### config.mk
export PLATFORM = sky130hd
export DESIGN_NAME = adc_conv_seq
export DESIGN_NICKNAME = d
export VERILOG_FILES = /design/src/rtl/adc_seq_pkg.sv /design/src/rtl/adc_phase_ctrl.sv /design/src/rtl/adc_sar_reg.sv /design/src/rtl/adc_conv_seq.sv
export SDC_FILE = /design/constraint.sdc
export NUM_CORES = 1
export LEC_CHECK = 0
export BUFFER_PORTS_ARGS = -buffer_cell sky130_fd_sc_hd__buf_2
export CORE_MARGIN = 4
export CORE_UTILIZATION = 60
export CTS_BUF_LIST = sky130_fd_sc_hd__clkbuf_16
export DETAILED_ROUTE_END_ITERATION = 10
export PLACE_DENSITY = 0.83
export SLEW_MARGIN = 25
export SYNTH_ARGS = -nofsm -noshare
export SYNTH_HDL_FRONTEND = slang
export SYNTH_SLANG_ARGS = --single-unit
### constraint.sdc
create_clock -name clk -period 3.55 [get_ports clk]
set_clock_uncertainty 0.15 [all_clocks]
set_input_delay 0.5325 -clock clk [delete_from_list [all_inputs] [get_ports clk]]
set_output_delay 0.5325 -clock clk [all_outputs]
set_load 0.01 [all_outputs]
### src/rtl/adc_seq_pkg.sv
package adc_seq_pkg;

    typedef enum logic [1:0] {
        PH_IDLE,
        PH_BUF_SAMPLE,
        PH_DIR_SAMPLE,
        PH_RESOLVE
    } conv_phase_e;

    typedef struct packed {
        logic buf_en;
        logic bypass;
        logic cap_conn;
    } ana_ctrl_t;

    // Bypassed-sample length: 2, 4, 8, 16 ... for code 0, 1, 2, 3 ...
    function automatic int unsigned direct_len(input int unsigned code);
        return 32'd2 << code;
    endfunction

    function automatic ana_ctrl_t phase_controls(input conv_phase_e ph);
        ana_ctrl_t c;
        c = '0;
        case (ph)
            PH_BUF_SAMPLE: begin c.buf_en = 1'b1; c.cap_conn = 1'b1; end
            PH_DIR_SAMPLE: begin c.bypass = 1'b1; c.cap_conn = 1'b1; end
            default:       c = '0;
        endcase
        return c;
    endfunction

endpackage

### src/rtl/adc_phase_ctrl.sv
module adc_phase_ctrl
    import adc_seq_pkg::*;
#(
    parameter int INIT_CYC = 2,
    parameter int ST_W     = 2,
    parameter int RES_BITS = 10
) (
    input  logic            clk,
    input  logic            rst,
    input  logic            clk_en,
    input  logic            start,
    input  logic [ST_W-1:0] st_code,
    output conv_phase_e     phase,
    output logic            accept,
    output logic            sar_load,
    output logic            sar_step,
    output logic            sar_last
);
    localparam int MAX_DIR = 2 << ((1 << ST_W) - 1);
    localparam int CNT_W   = $clog2(MAX_DIR + INIT_CYC + RES_BITS + 1);

    conv_phase_e      phase_q, phase_d;
    logic [CNT_W-1:0] cnt_q, cnt_d;
    logic [CNT_W-1:0] len_q, len_d;

    assign phase  = phase_q;
    assign accept = (phase_q == PH_IDLE) && clk_en && start;

    always_comb begin
        phase_d  = phase_q;
        cnt_d    = cnt_q;
        len_d    = len_q;
        sar_load = 1'b0;
        sar_step = 1'b0;
        sar_last = 1'b0;
        case (phase_q)
            PH_IDLE: begin
                if (accept) begin
                    phase_d = PH_BUF_SAMPLE;
                    cnt_d   = '0;
                    len_d   = CNT_W'(direct_len(32'(st_code)));
                end
            end
            PH_BUF_SAMPLE: begin
                if (clk_en) begin
                    if (cnt_q == CNT_W'(INIT_CYC - 1)) begin
                        phase_d = PH_DIR_SAMPLE;
                        cnt_d   = '0;
                    end else begin
                        cnt_d = cnt_q + 1'b1;
                    end
                end
            end
            PH_DIR_SAMPLE: begin
                if (clk_en) begin
                    if (cnt_q == len_q - 1'b1) begin
                        phase_d  = PH_RESOLVE;
                        cnt_d    = '0;
                        sar_load = 1'b1;
                    end else begin
                        cnt_d = cnt_q + 1'b1;
                    end
                end
            end
            PH_RESOLVE: begin
                if (clk_en) begin
                    sar_step = 1'b1;
                    if (cnt_q == CNT_W'(RES_BITS - 1)) begin
                        sar_last = 1'b1;
                        phase_d  = PH_IDLE;
                        cnt_d    = '0;
                    end else begin
                        cnt_d = cnt_q + 1'b1;
                    end
                end
            end
            default: phase_d = PH_IDLE;
        endcase
    end

    always_ff @(posedge clk) begin
        if (rst) begin
            phase_q <= PH_IDLE;
            cnt_q   <= '0;
            len_q   <= '0;
        end else begin
            phase_q <= phase_d;
            cnt_q   <= cnt_d;
            len_q   <= len_d;
        end
    end

endmodule

### src/rtl/adc_sar_reg.sv
module adc_sar_reg #(
    parameter int RES_BITS = 10
) (
    input  logic                clk,
    input  logic                rst,
    input  logic                load,
    input  logic                step,
    input  logic                last,
    input  logic                cmp,
    output logic [RES_BITS-1:0] trial,
    output logic [RES_BITS-1:0] result,
    output logic                eoc
);
    localparam int IDX_W = $clog2(RES_BITS);

    logic [RES_BITS-1:0] trial_q, result_q;
    logic [RES_BITS-1:0] decided, next_bit;
    logic [IDX_W-1:0]    idx_q;
    logic                eoc_q;

    // Per-bit decision and next-trial selection
    for (genvar b = 0; b < RES_BITS; b++) begin : g_bit
        assign decided[b]  = (idx_q == IDX_W'(b)) ? (trial_q[b] & cmp) : trial_q[b];
        assign next_bit[b] = (idx_q == IDX_W'(b + 1));
    end

    always_ff @(posedge clk) begin
        if (rst) begin
            trial_q  <= '0;
            result_q <= '0;
            idx_q    <= '0;
            eoc_q    <= 1'b0;
        end else begin
            eoc_q <= 1'b0;
            if (load) begin
                trial_q <= {1'b1, {(RES_BITS-1){1'b0}}};
                idx_q   <= IDX_W'(RES_BITS - 1);
            end else if (step) begin
                if (last) begin
                    trial_q  <= decided;
                    result_q <= decided;
                    eoc_q    <= 1'b1;
                end else begin
                    trial_q <= decided | next_bit;
                    idx_q   <= idx_q - 1'b1;
                end
            end
        end
    end

    assign trial  = trial_q;
    assign result = result_q;
    assign eoc    = eoc_q;

endmodule

### src/rtl/adc_conv_seq.sv
module adc_conv_seq
    import adc_seq_pkg::*;
#(
    parameter int INIT_CYC = 2,
    parameter int ST_W     = 2,
    parameter int RES_BITS = 10
) (
    input  logic                clk,
    input  logic                rst,
    input  logic                clk_en,
    input  logic                start_i,
    input  logic [ST_W-1:0]     st_code_i,
    input  logic                cmp_i,
    output logic                busy_o,
    output logic                ch_latch_o,
    output logic                buf_en_o,
    output logic                bypass_o,
    output logic                cap_conn_o,
    output logic [RES_BITS-1:0] trial_o,
    output logic [RES_BITS-1:0] result_o,
    output logic                eoc_o
);
    conv_phase_e phase;
    ana_ctrl_t   ctrl;
    logic        accept, sar_load, sar_step, sar_last;
    logic        latch_q;

    adc_phase_ctrl #(
        .INIT_CYC (INIT_CYC),
        .ST_W     (ST_W),
        .RES_BITS (RES_BITS)
    ) i_phase (
        .clk      (clk),
        .rst      (rst),
        .clk_en   (clk_en),
        .start    (start_i),
        .st_code  (st_code_i),
        .phase    (phase),
        .accept   (accept),
        .sar_load (sar_load),
        .sar_step (sar_step),
        .sar_last (sar_last)
    );

    adc_sar_reg #(
        .RES_BITS (RES_BITS)
    ) i_sar (
        .clk    (clk),
        .rst    (rst),
        .load   (sar_load),
        .step   (sar_step),
        .last   (sar_last),
        .cmp    (cmp_i),
        .trial  (trial_o),
        .result (result_o),
        .eoc    (eoc_o)
    );

    always_ff @(posedge clk) begin
        if (rst) latch_q <= 1'b0;
        else     latch_q <= accept;
    end

    assign ctrl       = phase_controls(phase);
    assign buf_en_o   = ctrl.buf_en;
    assign bypass_o   = ctrl.bypass;
    assign cap_conn_o = ctrl.cap_conn;
    assign busy_o     = (phase != PH_IDLE);
    assign ch_latch_o = latch_q;

endmodule

### After elaboration in Yosys (flattened, before gate mapping)

Index checks and enable logic that the tools add are counted.

* equality and inequality tests: 24
* bitwise logic cells: 14
* shift operators: 1
* add/sub/neg operators: 3
* reductions and logical operators: 15
* order comparisons: 0
* mux-type cells: 44
* multiply operators: 0
* div/mod/pow operators: 0

Operators with widths (count)
* 5-bit 2-to-1 mux: 7
* 10-bit 2-to-1 mux: 3
* 1-bit 2-to-1 mux: 22
* 5-bit one-hot mux with 4 select lines: 1
* 4-bit by 3-bit == test with 1-bit output (second input constant): 4
* 2-bit 2-to-1 mux: 7
* 4-bit == test (second input constant): 3
* 4-bit 2-to-1 mux: 3
* 1-bit bitwise AND: 10
* 10-bit OR: 1
* 4-bit by 2-bit == test with 1-bit output (second input constant): 2
* 2-bit by 1-bit inequality test with 1-bit output (second input constant): 4
* 2-bit inequality test (second input constant): 4
* 2-bit one-hot mux with 4 select lines: 1
* 7-bit AND reduction: 1
* 2-bit AND reduction: 3
* 5-bit by 1-bit adder with 5-bit output (second input constant): 1
* 5-bit by 1-bit == test with 1-bit output (second input constant): 1
* 5-bit by 4-bit == test with 1-bit output (second input constant): 1
* 5-bit == test: 1
* 2-bit by 2-bit << shifter with 5-bit output (first input constant): 1
* 5-bit by 1-bit subtractor with 5-bit output (second input constant): 1
* 2-bit == test (second input constant): 2
* 4-bit by 1-bit == test with 1-bit output (second input constant): 1
* 11 further kinds: 16

* register bits: 38
* bits in latches: 0
* input bits: 7
* word-level logic and storage cells: 111
* memory bits (read-only): 0
* memories: 0
* RAM bits: 0
* output and inout port bits: 26

### Depth between registers and ports, before layout

Gate-level depths: netlist of run 1.

* depth in word-level cells: 7
* mapped depth: 8
* gate-level depth less buffers: 7

### Cells and area by module

From an unflattened synthesis of run 1, not the netlist that was laid out.

* cell total of the unflattened synthesis: 221
* area total of the unflattened synthesis: 2073.2 µm²

Modules (own cells, without submodules)
* adc_sar_reg: cells each 116, times used 1, seq. area each 500.5 µm², area each 1171.1 µm²
* adc_phase_ctrl: cells each 97, times used 1, seq. area each 220.2 µm², area each 819.5 µm²
* adc_conv_seq: cells each 8, times used 1, seq. area each 20.0 µm², area each 82.6 µm²

### Least setup slack after synthesis of run 1

Ideal clock, no wire load.

* path kind: register -> register
* from: register i_phase.len_q[1]
* to: register i_sar.result_q[0], in the netlist i_sar.result[0]
* stages on the path, launching flop included: 9
* arrival time: 1.717 ns
* clock period less this slack: 1.999 ns
* required time: 3.268 ns
* path slack: 1.551 ns
* buffers on the path: 1
* setup time: 0.132 ns
* cell sequence: dfxtp_1 inv_1 ha_1 xor2_1 nand3_1 or3_4 buf_2 nand4_1 a21oi_1

* word-level cells in the longest chain between the ends: 7

Ends and longest elaborated chain
* start, declared: RTL line adc_phase_ctrl.sv:24 `logic [CNT_W-1:0] len_q, len_d;`
* start signal, assigned: RTL line adc_phase_ctrl.sv:89 `len_q <= len_d;`
* 5-bit by 1-bit subtractor with 5-bit output: RTL line adc_phase_ctrl.sv:56 `if (cnt_q == len_q - 1'b1) begin`
* 5-bit == test: RTL line adc_phase_ctrl.sv:56
* 1-bit 2-to-1 mux: RTL line adc_phase_ctrl.sv:56
* 1-bit 2-to-1 mux: RTL line adc_phase_ctrl.sv:55 `if (clk_en) begin`
* 1-bit 2-to-1 mux: RTL line adc_phase_ctrl.sv:36 `case (phase_q)`
* 1-bit NOT (no line)
* 3-bit AND reduction (no line)
* end signal, assigned: RTL line adc_sar_reg.sv:41 `result_q <= decided;`
* end, declared: RTL line adc_sar_reg.sv:16 `logic [RES_BITS-1:0] trial_q, result_q;`

Every way passes these cells.
A chain may end at the register's enable or synchronous reset.

### Final worst setup path of run 1

* from: register i_phase.cnt_q[1]
* to: register i_sar.idx_q[3]

* word-level cells in the longest chain between the ends: 6
* elaborated cells between the ends (all ways): 12
* those cells by class: 3 x eq/ne; 7 x mux; 2 x reduce/logical

Ends and longest elaborated chain
* start, declared: RTL line adc_phase_ctrl.sv:23 `logic [CNT_W-1:0] cnt_q, cnt_d;`
* start signal, assigned: RTL line adc_phase_ctrl.sv:88 `cnt_q <= cnt_d;`
* 5-bit by 4-bit == test with 1-bit output / 5-bit == test (equally long branches): RTL line adc_phase_ctrl.sv:68, adc_phase_ctrl.sv:56
* 1-bit 2-to-1 mux (on tied branches): RTL line adc_phase_ctrl.sv:68, adc_phase_ctrl.sv:56
* 1-bit 2-to-1 mux (on tied branches): RTL line adc_phase_ctrl.sv:66, adc_phase_ctrl.sv:55
* 1-bit 2-to-1 mux: RTL line adc_phase_ctrl.sv:36
* 2-bit by 1-bit inequality test with 1-bit output (no line) / 2-bit nonzero test (equally long branches)
* 2-bit AND reduction (no line)
* end signal, assigned: RTL line adc_sar_reg.sv:37 `idx_q <= IDX_W'(RES_BITS - 1);`
* end signal, assigned: RTL line adc_sar_reg.sv:45 `idx_q <= idx_q - 1'b1;`
* end, declared: RTL line adc_sar_reg.sv:18 `logic [IDX_W-1:0] idx_q;`

Several ways; a longest one is shown, not always the timed one.

==> impl_metrics.json, run 1 <==
{
  "period_minus_slack_ns": 2.32,
  "hold_viol_final": 0,
  "diodes": 0,
  "p_leak_nw": 0.889,
  "syn-num-nets": 253,
  "dieArea_sq_um": 4270,
  "crit_slowest_cell": "nor2_1",
  "ctsLongestPathBuffers": 2,
  "insertion_delay_ns": 0.28,
  "slew_headroom_pct": 39.7,
  "multi_input_area_sq_um": 1130,
  "synth-main-ff-cell": "dfxtp_1",
  "timing.fmax_mhz": 431,
  "clk_pin_slew_worst_paths_ns": 0.06,
  "via_per_inst": 5.94,
  "cts_max_level": 2,
  "totalWireLength_microns": 4540,
  "grt_usage_pct": 23.0,
  "r2r_cells": 7,
  "vias": 1818,
  "drc": 0,
  "yosysWarningCount": 0,
  "cts_root_buffer": "clkbuf_16",
  "min_delay_path_depth": 2,
  "gp_congestion": 0.857,
  "design.core.area_sq_um": 3100,
  "start_util_pct": 63.5,
  "avgSynthCellArea_sq_um": 8.43,
  "powerDensity_nw_per_um2": 535,
  "synthToLayoutAreaGrowth_pct": 15.5,
  "ys_types": 40,
  "drive_gt1_share_pct": 19.8,
  "hp-class": "reg -> reg",
  "start_kind": "flop",
  "critical_path_class": "reg -> reg",
  "peakVddDrop_uv": 417,
  "grt_pass1_wl_microns": 7620,
  "ant_nets": 0,
  "synth_edf_count": 0,
  "post-route-util_pct": 73.4,
  "setup_viol": 0,
  "fin_area_sq_um": 2280,
  "critical_path_peak_fanout": 14,
  "max_stage_delay_ns": 0.69,
  "cts.sinks": 37,
  "syn_area_sq_um": 1970,
  "fillers": 275,
  "ys_seq_elements": 37,
  "final_cell_mix": "37 x dfxtp_1, 32 x buf_2, 26 x a21oi_1",
  "die_x_microns": 65.3,
  "final_common_cell": "dfxtp_1",
  "cts_made_buffers": 5,
  "gr-total-overflow": 0,
  "regArea_sq_um": 741,
  "min_period_over_period_pct": 65.4,
  "place_area_sq_um": 2140,
  "hpwl_microns": 3270,
  "drv_cap": 0,
  "ios": 33,
  "cts_resized": 0,
  "syn_inst": 234,
  "synth_async_sr_flop_share_pct": 0,
  "antenna_found_initial": 0,
  "fin_nets": 280,
  "grt_pass1_vias": 1692,
  "synth-seq-area-share_pct": 37.6,
  "tritoncts": "yes",
  "grt_start_max_net_pins": 27,
  "crit_chain": "inv_1, ha_1, and4bb_2, nor2_1, nand2_1, xor2_1, a21oi_1",
  "worst_slew_pin_slew_ns": 0.901,
  "crit_arrival_ns": 2.38,
  "firstDrtPassIters": 4,
  "status": "completed",
  "final_max_slew_viol_count": 0,
  "holdBufCountCts": 0,
  "drt_iter0_drc": 166,
  "grt_setup_unrepaired": "false",
  "cts_setup_buffers": 0,
  "die_y_microns": 65.3,
  "wl_per_cell_microns": 14.8,
  "portBuffers": 32,
  "crit_required_ns": 3.61,
  "end_kind": "flop",
  "setup_tns_ns": 0,
  "fp-row-count": 20
}
[path summary, 6_finish.rpt]
path	slack, ns	endpoint	startpoint
worst max-delay path	1.23	i_sar.idx_q[3]	i_phase.cnt_q[1]
worst min register to register	0.32	i_sar.result[1]	i_sar.result[1]
worst min-delay path	0.32	i_sar.result[1]	i_sar.result[1]
worst max register to register	1.23	i_sar.idx_q[3]	i_phase.cnt_q[1]
[synth_stat cells (2+ instances only)]
master	n	share of area, %
nor2_1	21	4.0
nor3b_1	2	0.76
o31ai_1	3	1.1
or2_2	2	0.63
o2111ai_1	2	0.89
nand2_1	19	3.6
nand3_1	14	3.6
inv_1	10	1.9
ha_1	12	7.6
o21ai_0	10	2.5
a21o_1	3	1.1
clkbuf_1	7	1.3
buf_2	5	1.3
dfxtp_1	37	38
xor2_1	4	1.8
nand2b_1	4	1.3
a221oi_1	2	0.89
a21oi_1	26	6.6
nand4_1	9	2.9
xnor2_1	3	1.3
a32oi_1	6	2.7
xnor2_2	2	1.6
o21ai_1	2	0.51
a211oi_1	2	0.76
nor2b_1	7	2.2
nor3_1	6	1.5
[where the power goes]
group | internal (mW) | switching, mW | leakage, nW | total [mW]
logic | 0.121 | 0.213 | 0.521 | 0.334
clock network | 0.257 | 0.170 | 0.0696 | 0.427
registers | 0.435 | 0.0215 | 0.299 | 0.456
[cell families (layout without fill, tap and decap cells)]
group                    Yosys count  in the layout  synth area share [%]
AO/OA/AOI/OAI                     63             63                  21.2
XOR/XNOR                          10             10                  5.90
adder cells (fa/ha/maj)           12             12                  7.61
buffers and inverters             24             52                  5.08
flip-flops                        37             37                  37.6
multiplexers                       1              1                 0.508
AND/OR/NAND/NOR                   87             87                  22.1
[metrics by stage]
stage	power [mW]	hold slack, ns	worst slack, ns	std cells
finish	1.22	0.316	1.23	306
global route	1.27	0.358	1.03	306
CTS	1.22	0.324	1.26	306
detailed placement	0.794	0.317	1.30	298
global placement	0.783	0.304	1.31	298
floorplan	0.708	0.344	1.55	234
[cell type report]
type / count / area share (%)
Multi-Input combinational cell: 173 / 49.6
Inverter: 11 / 1.81
Sequential cell: 37 / 32.5
Clock inverter: 3 / 0.769
Clock buffer: 5 / 5.49
Timing Repair Buffer: 33 / 7.36
Tap cell: 44 / 2.42
[metal layers]
metal | global-route usage, % | part of all wire [%] | up-vias
met2 | 34.9 | 43 | 80
met4 | 8.55 | 1.3 | 0
li1 | - | - | 896
met3 | 5.98 | 8.7 | 6
met5 | 0 | 0 | -
met1 | 31.3 | 47 | 836
[registers in the layout (all words and copies together) (netlist names)]
| signal | cells |
|---|---|
| i_sar.trial | 10 |
| i_sar.eoc | 1 |
| i_sar.result | 10 |
| i_sar.idx_q | 4 |
| i_phase.len_q | 4 |
| ch_latch_o | 1 |
| i_phase.phase | 2 |
| i_phase.cnt_q | 5 |
[worst max-delay path: cells and delay by family (launching register included)]
family / cells / cell delay, ns
buffers and inverters: 1 / 0.07
xor gates and xnor gates: 1 / 0.18
adders and majority gates: 1 / 0.19
AOI/OAI and AO/OA: 1 / 0.15
and+or+nand+nor: 3 / 1.08
DFF: 1 / 0.43
Power figures use the tool's default switching activity.
==> inputs of run 2 (changes only) <==
- CORE_UTILIZATION: 60 -> 55
- PLACE_DENSITY: 0.83 -> 0.77
- clock period: 3.55 -> 2.4 ns (I/O delays scaled with it)
==> run 2 against run 1 <==
  * Clock power up 69%
  * Setup slack worse by 1.0 ns
  * Maximum frequency increased by 5.0%
  * Cell count grew 1.6%
  * Highest routed layer unchanged
  * Design area is 2.3% higher
  * Largest power group is now the clock network
  * Critical endpoint is now i_phase.cnt_q[2]
  * Sequential share of layout area down 0.73 points
  * Critical path depth stayed put
  * First-iteration DRC count shrank 38%
==> impl_metrics.json, run 2 (same netlist as run 1, synthesis figures left out) <==
{
  "status": "completed",
  "start_util_pct": 58.2,
  "grt_usage_pct": 23.0,
  "timing.fmax_mhz": 453,
  "hold_viol_final": 0,
  "critPathCapture": "i_phase.cnt_q[2]",
  "start_kind": "flop",
  "ios": 33,
  "antenna_found_initial": 0,
  "cts_made_buffers": 5,
  "critical_path_buf_inv_count": 1,
  "die_x_microns": 67.9,
  "hpwl_microns": 3340,
  "final_cell_mix": "37 x dfxtp_1, 32 x buf_2, 26 x a21oi_1",
  "vias": 1784,
  "insertion_delay_ns": 0.28,
  "max_stage_delay_ns": 0.45,
  "worst_slew_pin_slew_ns": 0.478,
  "min_delay_path_depth": 2,
  "totalWireLength_microns": 4630,
  "r2r_setup_slack_ns": 0.19,
  "grt_pass1_vias": 1664,
  "grt_pass1_wl_microns": 7870,
  "critical_path_class": "reg -> reg",
  "slew_headroom_pct": 68.2,
  "hp-class": "in -> reg",
  "cp_top_family": "compound AO/OA/AOI/OAI gates",
  "setup_slack_ns": 0.190,
  "hold-worst-slack_ns": 0.249,
  "portBuffers": 32,
  "grt_start_max_net_pins": 18,
  "gp_congestion": 0.887,
  "fin_cells": 311,
  "fillers": 285,
  "cp.depth": 7,
  "min_period_over_period_pct": 92.1,
  "tritoncts": "yes",
  "ant_nets": 0,
  "grt_setup_unrepaired": "false",
  "crit_chain": "inv_1, ha_1, xor2_1, nand3_1, o31ai_4, a21oi_1, a211o_1",
  "fp-row-count": 21,
  "synthToLayoutAreaGrowth_pct": 18.2,
  "design.core.area_sq_um": 3390,
  "powerDensity_nw_per_um2": 812,
  "setup_viol": 0,
  "final_max_slew_viol_count": 0,
  "r2r_cells": 7,
  "wl_per_cell_microns": 14.9,
  "setup_tns_ns": 0,
  "reg2reg_to": "i_phase.cnt_q[2]",
  "firstDrtPassIters": 4,
  "crit_arrival_ns": 2.22,
  "via_per_inst": 5.74,
  "drv_cap": 0,
  "cts_setup_buffers": 0,
  "period_minus_slack_ns": 2.21,
  "die_y_microns": 67.9,
  "final_common_cell": "dfxtp_1",
  "ctsLongestPathBuffers": 2,
  "drt_iter0_drc": 103,
  "p_leak_nw": 0.919,
  "dieArea_sq_um": 4610,
  "pre_cts_ws_ns": 0.191,
  "cp-startpoint": "i_phase.len_q[1]",
  "fin_nets": 284,
  "cts_max_level": 2,
  "drive_gt1_share_pct": 21.1,
  "crit_required_ns": 2.41,
  "critical_path_peak_fanout": 8,
  "peakVddDrop_uv": 561,
  "power_mw": 1.89,
  "end_kind": "flop",
  "dp.cells": 304,
  "drc": 0,
  "crit_slowest_cell": "o31ai_4",
  "clk_pin_slew_worst_paths_ns": 0.05,
  "cts_root_buffer": "clkbuf_16",
  "diodes": 0,
  "gr-total-overflow": 0,
  "cts.sinks": 37,
  "worstReg2RegStart": "i_phase.len_q[1]"
}
## run 2: changes by cell type in the layout (fill, tap and decap cells not counted), sizes merged
cell,before,now
buf,33,37
bufinv,0,1
clkinv,2,1
clkinvlp,1,0
## run 2: layout make-up
type | instances | area (sq um) | share of cell area [%]
Clock buffer | 5 | 125 | 5.37
Sequential cell | 37 | 741 | 31.8
Tap cell | 46 | 57.6 | 2.47
Multi-Input combinational cell | 173 | 1130 | 48.6
Clock inverter | 2 | 35.0 | 1.50
Timing Repair Buffer | 37 | 198 | 8.48
Inverter | 11 | 41.3 | 1.77
## run 2: timing repair
action                     in CTS  in global routing
hold buffers                    0                  0
setup endpoints to repair       0                  1
gates resized for setup         0                  1
## run 2: worst register-to-register path, delay by kind of cell (launching register included)
family | cells | cell delay (ns)
fa+ha+maj | 1 | 0.30
simple gates | 1 | 0.17
xor+xnor | 1 | 0.13
flops | 1 | 0.39
compound gates | 3 | 0.89
buf+inv | 1 | 0.06
## run 2: worst min path at each step
stage | startpoint | end | slack [ns]
after floorplan | i_sar.result[1] | i_sar.result[1] | 0.34
after global placement | i_sar.result[1] | i_sar.result[1] | 0.31
after detailed placement | i_sar.result[0] | i_sar.result[0] | 0.31
after CTS | rst | i_phase.len_q[3] | 0.25
after global routing | rst | i_phase.phase[1] | 0.26
final | rst | i_phase.len_q[3] | 0.25
## run 2: per-stage QoR
| step | area [sq um] | util, % |
|---|---|---|
| after floorplan | 1970 | - |
| after global placement | 2170 | 64.0 |
| after detailed placement | 2170 | 64.0 |
| after CTS | 2330 | 68.7 |
| after global routing | 2330 | 68.8 |
| final | 2330 | 68.8 |
## run 2: where the power goes
part	switching, mW	leakage (nW)	internal (mW)
Sequential	0.0309	0.299	0.643
Combinational	0.316	0.541	0.181
Clock	0.239	0.0797	0.482
## run 2: per-layer routing
metal / up-vias / global-route usage [%] / share of wire [%]
met3: 8 / 6.08 / 6.3
met2: 53 / 34.6 / 45
li1: 896 / - / -
met1: 827 / 31.9 / 47
met5: - / 0 / 0
met4: 0 / 8.19 / 1.7
